$ cat src/rtl/osd_pin_pkg.sv
package osd_pin_pkg;

    typedef enum logic [1:0] {
        STYLE_CHAR   = 2'd0,
        STYLE_BORDER = 2'd1,
        STYLE_MATRIX = 2'd2
    } row_style_e;

    // Pins with a display-signal alternate: 0, 1, 3, 5
    localparam logic [7:0] ALT_MASK = 8'b0010_1011;

endpackage

$ cat src/rtl/osd_pin_cell.sv
module osd_pin_cell #(
    parameter bit HAS_ALT = 1'b1
) (
    input  logic sel,
    input  logic lvl,
    input  logic sig,
    output logic val
);
    logic use_sig;

    always_comb begin
        use_sig = HAS_ALT && sel;
        if (use_sig) begin
            // lvl = 1 keeps polarity, lvl = 0 inverts
            val = lvl ? sig : ~sig;
        end else begin
            val = lvl;
        end
    end
endmodule

$ cat src/rtl/osd_row_style.sv
module osd_row_style
    import osd_pin_pkg::*;
#(
    parameter int NUM_ROWS = 12,
    localparam int ROW_W = (NUM_ROWS > 1) ? $clog2(NUM_ROWS) : 1
) (
    input  logic [1:0]          mode,
    input  logic [NUM_ROWS-1:0] flags,
    input  logic [ROW_W-1:0]    idx,
    output row_style_e          style
);
    localparam logic [ROW_W-1:0] ROW_LIMIT = ROW_W'(NUM_ROWS);

    logic flag;

    always_comb begin
        flag = 1'b0;
        if (idx < ROW_LIMIT) begin
            flag = flags[idx];
        end
        unique case (mode)
            2'b00:   style = STYLE_MATRIX;
            2'b01:   style = flag ? STYLE_BORDER : STYLE_CHAR;
            2'b10:   style = flag ? STYLE_MATRIX : STYLE_BORDER;
            default: style = flag ? STYLE_CHAR   : STYLE_MATRIX;
        endcase
    end
endmodule

$ cat src/rtl/osd_pin_mux.sv
module osd_pin_mux
    import osd_pin_pkg::*;
#(
    parameter int NUM_PINS = 8,
    parameter int NUM_SEL  = 6,
    parameter int NUM_ROWS = 12,
    localparam int ROW_W = (NUM_ROWS > 1) ? $clog2(NUM_ROWS) : 1
) (
    input  logic                clk,
    input  logic                rst_n,
    input  logic [NUM_SEL-1:0]  sel_i,
    input  logic [NUM_PINS-1:0] lvl_i,
    input  logic                blank_i,
    input  logic                red_i,
    input  logic                green_i,
    input  logic                blue_i,
    input  logic [1:0]          blk_mode_i,
    input  logic [NUM_ROWS-1:0] row_flags_i,
    input  logic [ROW_W-1:0]    row_idx_i,
    output logic [NUM_PINS-1:0] pin_o,
    output logic [1:0]          row_style_o
);
    typedef struct packed {
        logic [NUM_PINS-1:0] pins;
        logic [1:0]          style;
    } out_t;

    out_t st_d, st_q;

    logic [NUM_PINS-1:0] sig_vec;
    logic [NUM_PINS-1:0] cell_val;
    row_style_e          style_w;

    // Display-signal source per pin
    always_comb begin
        sig_vec    = '0;
        sig_vec[0] = blank_i;
        sig_vec[1] = red_i;
        sig_vec[3] = green_i;
        sig_vec[5] = blue_i;
    end

    for (genvar p = 0; p < NUM_PINS; p++) begin : g_pin
        logic sel_w;
        if (p < NUM_SEL) begin : g_sel
            assign sel_w = sel_i[p];
        end else begin : g_nosel
            assign sel_w = 1'b0;
        end
        osd_pin_cell #(
            .HAS_ALT(ALT_MASK[p])
        ) u_cell (
            .sel(sel_w),
            .lvl(lvl_i[p]),
            .sig(sig_vec[p]),
            .val(cell_val[p])
        );
    end

    osd_row_style #(
        .NUM_ROWS(NUM_ROWS)
    ) u_style (
        .mode (blk_mode_i),
        .flags(row_flags_i),
        .idx  (row_idx_i),
        .style(style_w)
    );

    always_comb begin
        st_d       = st_q;
        st_d.pins  = cell_val;
        st_d.style = style_w;
    end

    always_ff @(posedge clk or negedge rst_n) begin
        if (!rst_n) begin
            st_q <= '0;
        end else begin
            st_q <= st_d;
        end
    end

    assign pin_o       = st_q.pins;
    assign row_style_o = st_q.style;

    // ---------------- assertions ----------------
    logic run_q;
    always_ff @(posedge clk or negedge rst_n) begin
        if (!rst_n) run_q <= 1'b0;
        else        run_q <= 1'b1;
    end

    assert_reset_clear_R10: assert property (@(posedge clk)
        !rst_n |-> (pin_o == '0 && row_style_o == 2'd0));

    assert_style_legal_R6: assert property (@(posedge clk) disable iff (!rst_n)
        row_style_o != 2'd3);

    assert_port_blank_R1: assert property (@(posedge clk) disable iff (!rst_n)
        (run_q && !$past(sel_i[0])) |-> pin_o[0] == $past(lvl_i[0]));

    assert_sig_blank_R3: assert property (@(posedge clk) disable iff (!rst_n)
        (run_q && $past(sel_i[0])) |->
            pin_o[0] == ($past(lvl_i[0]) ? $past(blank_i) : !$past(blank_i)));

    assert_sig_red_R2: assert property (@(posedge clk) disable iff (!rst_n)
        (run_q && $past(sel_i[1])) |->
            pin_o[1] == ($past(lvl_i[1]) ? $past(red_i) : !$past(red_i)));

    assert_sig_green_R2: assert property (@(posedge clk) disable iff (!rst_n)
        (run_q && $past(sel_i[3])) |->
            pin_o[3] == ($past(lvl_i[3]) ? $past(green_i) : !$past(green_i)));

    assert_sig_blue_R2: assert property (@(posedge clk) disable iff (!rst_n)
        (run_q && $past(sel_i[5])) |->
            pin_o[5] == ($past(lvl_i[5]) ? $past(blue_i) : !$past(blue_i)));

    assert_plain_p2_R4: assert property (@(posedge clk) disable iff (!rst_n)
        run_q |-> pin_o[2] == $past(lvl_i[2]));

    assert_plain_p4_R4: assert property (@(posedge clk) disable iff (!rst_n)
        run_q |-> pin_o[4] == $past(lvl_i[4]));

    assert_plain_hi_R5: assert property (@(posedge clk) disable iff (!rst_n)
        run_q |-> pin_o[7:6] == $past(lvl_i[7:6]));

endmodule

$ cat config.mk
export PLATFORM = sky130hd
export DESIGN_NAME = osd_pin_mux
export DESIGN_NICKNAME = d
export VERILOG_FILES = /design/src/rtl/osd_pin_pkg.sv /design/src/rtl/osd_pin_cell.sv /design/src/rtl/osd_row_style.sv /design/src/rtl/osd_pin_mux.sv
export SDC_FILE = /design/constraint.sdc
export NUM_CORES = 1
export LEC_CHECK = 0
export BUFFER_PORTS_ARGS = -buffer_cell sky130_fd_sc_hd__buf_2
export CAP_MARGIN = 40
export CELL_PAD_IN_SITES_DETAIL_PLACEMENT = 0
export CELL_PAD_IN_SITES_GLOBAL_PLACEMENT = 1
export CORE_MARGIN = 3
export CORE_UTILIZATION = 22
export DETAILED_ROUTE_END_ITERATION = 7
export PLACE_DENSITY = 0.84
export SLEW_MARGIN = 20
export SYNTH_ARGS = -nofsm -noshare
export SYNTH_HDL_FRONTEND = slang
export SYNTH_SLANG_ARGS = --single-unit
export TNS_END_PERCENT = 5
$ cat constraint.sdc
create_clock -name clk -period 0.8 [get_ports clk]
set_clock_uncertainty 0.2 [all_clocks]
set_input_delay 0.08 -clock clk [delete_from_list [all_inputs] [get_ports clk]]
set_output_delay 0.08 -clock clk [all_outputs]
set_load 0.05 [all_outputs]
; Word level (Yosys, flattened, before mapping)
; Index checks and enable logic that the tools add are counted.
[classes]
n_lt_le_gt_ge = 2
n_eq_ne = 2
muxes = 15
n_bitwise = 4
reduce_logical = 1
[op_table]
columns = cell, n
row1 = 1-bit two-way mux, 11
row2 = 2-bit one-hot mux with 3 select lines, 1
row3 = 4-bit by 5-bit < comparator with 1-bit output (second input constant), 1
row4 = 1-bit binary-select mux with 4-bit select, 1
row5 = 4-bit < comparator (second input constant), 1
row6 = 2-bit two-way mux, 2
row7 = 1-bit inverter, 4
row8 = 2-bit by 1-bit == test with 1-bit output (second input constant), 1
row9 = 2-bit == test (second input constant), 1
row10 = 2-bit zero test, 1
[word_totals]
register_bits = 10
inputBits = 38
output_inout_bits = 10
elab_cells = 26

; Longest topological paths before layout
[logic_depth]
ltp_word = 5
depth_mapped = 4
ltp_nobuf = 4

; Hierarchy
; A second synthesis with hierarchy kept.
[unflattened]
cells_unflattened = 33
area_unflattened_um2 = 536.8
[modules_own_cells]
columns = mod, instances, cells_each, area_each_um2, seq_area_each_um2
row1 = osd_pin_mux, 1, 11, 254.0, 250.2
row2 = osd_row_style, 1, 10, 132.6, 0.0
row3 = osd_pin_cell (g_pin[0].u_cell ...), 4, 2, 30.0, 0.0
row4 = osd_pin_cell (g_pin[2].u_cell ...), 4, 1, 7.5, 0.0

; Worst setup path after synthesis
; Ideal clock, no wire load.
[synth_path]
path_type = input to register
from = in row_idx_i[0]
to = reg st_q (netlist bit row_style_o[1])
setup_ns = 0.134
arrival_time_ns = 1.024
required_time_ns = 0.466
slack_ns = -0.558
cell_stages = 4
n_path_buf = 0
cell_sequence = mux4_1 mux2i_1 o211ai_1 xor2_1
[synth_via]
elab_chain_len = 5
word_cells_on_any_way = 7
cone_classes = order compare: 1 / mux: 6
[synth_lines]
columns = element, line_no
row1 = from (decl), osd_pin_mux.sv:19  ; input logic [ROW_W-1:0] row_idx_i,
row2 = 1-bit binary-select mux with 4-bit select, osd_row_style.sv:19  ; flag = flags[idx];
row3 = 1-bit two-way mux (not written as such), osd_row_style.sv:19
row4 = 1-bit two-way mux (*), osd_row_style.sv:18  ; if (idx < ROW_LIMIT) begin
row5 = 2-bit two-way mux (on tied branches), "osd_row_style.sv:25, osd_row_style.sv:24"
row6 = 2-bit one-hot mux with 3 select lines (*), osd_row_style.sv:21  ; unique case (mode)
row7 = net style_w[1], osd_pin_mux.sv:32  ; row_style_e style_w;
row8 = to (signal assigned), osd_pin_mux.sv:79  ; st_q <= st_d;
row9 = to (decl), osd_pin_mux.sv:28  ; out_t st_d, st_q;
; The timed path passes the listed nets; every way through them passes the cells marked *. The select of a mux whose other input is x is not followed.

; Worst setup path after layout
; Same ends and word-level chain as after synthesis.

==> metrics.yaml <==
status:
  status: "finished with violations"
  violations: "negative hold slack, negative setup slack"
routing:
  routed-wl-met3_um: 188
  wl_per_cell_um: 10.5
  wl_met2_um: 538
  drt_iter0_markers: 4
  dr_total_vias: 432
  ant_nets: 0
  top_layer: "met3"
  drc: 0
  dr.pass1.iters: 2
  postRouteWirelength_um: 1110
  avgViaCountPerCell: 4.08
  wl_met1_um: 386
clock_tree:
  cts_made_buffers: 3
  cts_tree: "yes"
  clock-sinks: 10
  clockBufferDepth: 2
  clkTransAtPathRegs_ns: 0.06
  clk_root_buffer_cell: "clkbuf_4"
  postCtsSetupBuffers: 0
  htree_levels: 1
  hold_buffers: 5
synthesis:
  synth_area_um2: 443
  ys_warn_count: 0
  synth.distinct_cells: 11
  yosys.area.top_type_share: 0.565
  ys_seq_elements: 10
  ys_seq_area_frac: 0.565
  ys_top_cells_by_area: "dfrtp_1 56%, mux4_1 18%, xnor2_1 7.9%"
  yosysTopAreaCell: "dfrtp_1"
  synth_area_per_cell_um2: 15.8
  synthCells: 28
  syn_nets: 66
grt:
  grt_max_degree: 11
  grt_pass1_vias: 418
  grt_use_total: 0.0844
  grt_pass1_wl_um: 1650
  antenna_found_initial: 0
  grt_overflow_total: 0
sta:
  slew_viol_final: 0
  fin_tns_setup_ns: -3.20
  hold_viol: 6
  min_period_ns: 1.18
  worstMarginPinSlew_ns: 0.229
  rsz0062_at_grt: "true"
  finalSetupViolCount: 13
  relSlewSlack: 0.847
  fmax_mhz: 844
  hold_slack_ns: -0.182
  setup_slack_ns: -0.385
  fin_crit_sh: 1.48
worst_setup_path:
  arrival_ns: 1.11
  endpoint_kind: "flop"
  startpoint_type: "input pin"
  crit_fanout: 3
  critical_path_required_ns: 0.72
  path_class: "input pin to flop"
job:
  maxCapViolCount: 0
finish:
  nets: 121
  n_antenna_cell: 0
  final_cell_mix: "34 x buf_2, 10 x buf_6, 10 x dfrtp_1"
  layout_commonest_cell: "buf_2"
  area_delta_synth_final_pct: 89.0
  final_cells: 106
  design_area_um2: 837
  fill_cells: 167
  drive_above_1_share: 0.617
pwr:
  pwr-share-comb: 0.346
  clockPowerShare: 0.229
  power_density_nw_per_um2: 1600
  sw_frac_of_total: 0.297
  power_leakage_nw: 0.414
  p_sw_uw: 397
  seqPwrFrac: 0.426
  total_power_mw: 1.34
  irDropWorstVdd_uv: 588
  internal-power_uw: 938
floorplanning:
  die-area_um2: 2590
  ios: 48
  core_um2: 1820
  initial_utilization: 0.243
  rows: 15
  die_w_um: 50.9
  fp.dieH_um: 50.9
place:
  placed_cell_area_um2: 692
  gp_congestion: 0.614
  io_buffers: 45
  dp_cells: 98
min_path:
  min_path_type: "input pin to flop"
-- cells in the mapped netlist --
library cell and number:
nor2b_1 1, o21ai_0 1, mux2i_1 1, xnor2_1 4, o2bb2ai_1 1, o211ai_1 1
dfrtp_1 10, mux4_1 3, xor2_1 1, nand2b_1 4, nand3b_1 1
-- layout make-up --
type	count	area [um2]	share of cell area
repair buffers	50	348	0.416
multi-input cells	18	185	0.221
clock buffers	3	22.5	0.0269
flip-flops and latches	10	250	0.299
well taps	25	31.3	0.0374
-- sequential cells by signal, summed over array words and instances (netlist names) --
name	cells
row_style_o	2
pin_o	8
-- per-layer routing --
metal / vias to the layer above / GRT usage
li1: 208 / -
met1: 185 / 0.0901
met2: 39 / 0.143
met3: 0 / 0.0350
met4: 0 / 0.0404
met5: - / 0
-- worst max-delay path, stage by stage --
cell and delay [ns]:
buf_8 0.08, mux4_2 0.48, mux2i_1 0.18, o211ai_1 0.13, xor2_1 0.15
-- logic make-up (layout without fill, tap and decap cells) --
logic type	after synthesis	in the layout	synth area share
compound gates	3	3	0.0480
xor+xnor	5	5	0.0989
buf+inv	0	53	0
flops	10	10	0.565
mux	4	4	0.201
simple gates	6	6	0.0876
-- power by group through the flow --
stage	logic, mW	clock network (mW)	registers [mW]
2_1_floorplan	0.0754	0	0.725
3_3_place_gp	0.382	0	0.566
3_5_place_dp	0.388	0	0.567
4_1_cts	0.465	0.324	0.569
5_1_grt	0.487	0.349	0.572
6_report	0.462	0.305	0.568
-- final timing paths --
path	startpoint	end	slack (ns)	depth (start not counted)
max in group asynchronous	rst_n	row_style_o[0]	0.20	2
worst max-delay path	row_idx_i[0]	row_style_o[1]	-0.38	5
min in group asynchronous	rst_n	pin_o[0]	0.02	2
worst min-delay path	lvl_i[0]	pin_o[0]	-0.18	2
-- timing repair --
action	4_1_cts	5_1_grt
endpoints found under the setup margin	12	12
endpoints found under the hold margin	20	6
gates resized for setup	23	0
pin swaps	2	0
-- through the flow --
stage	setup slack, ns	util
floorplan	-0.538	-
global placement	-0.720	0.380
finish	-0.385	0.460
detailed placement	-0.739	0.380
global route	-0.445	0.460
CTS	-0.377	0.460
Note: power is estimated with default switching activity, not from simulation.
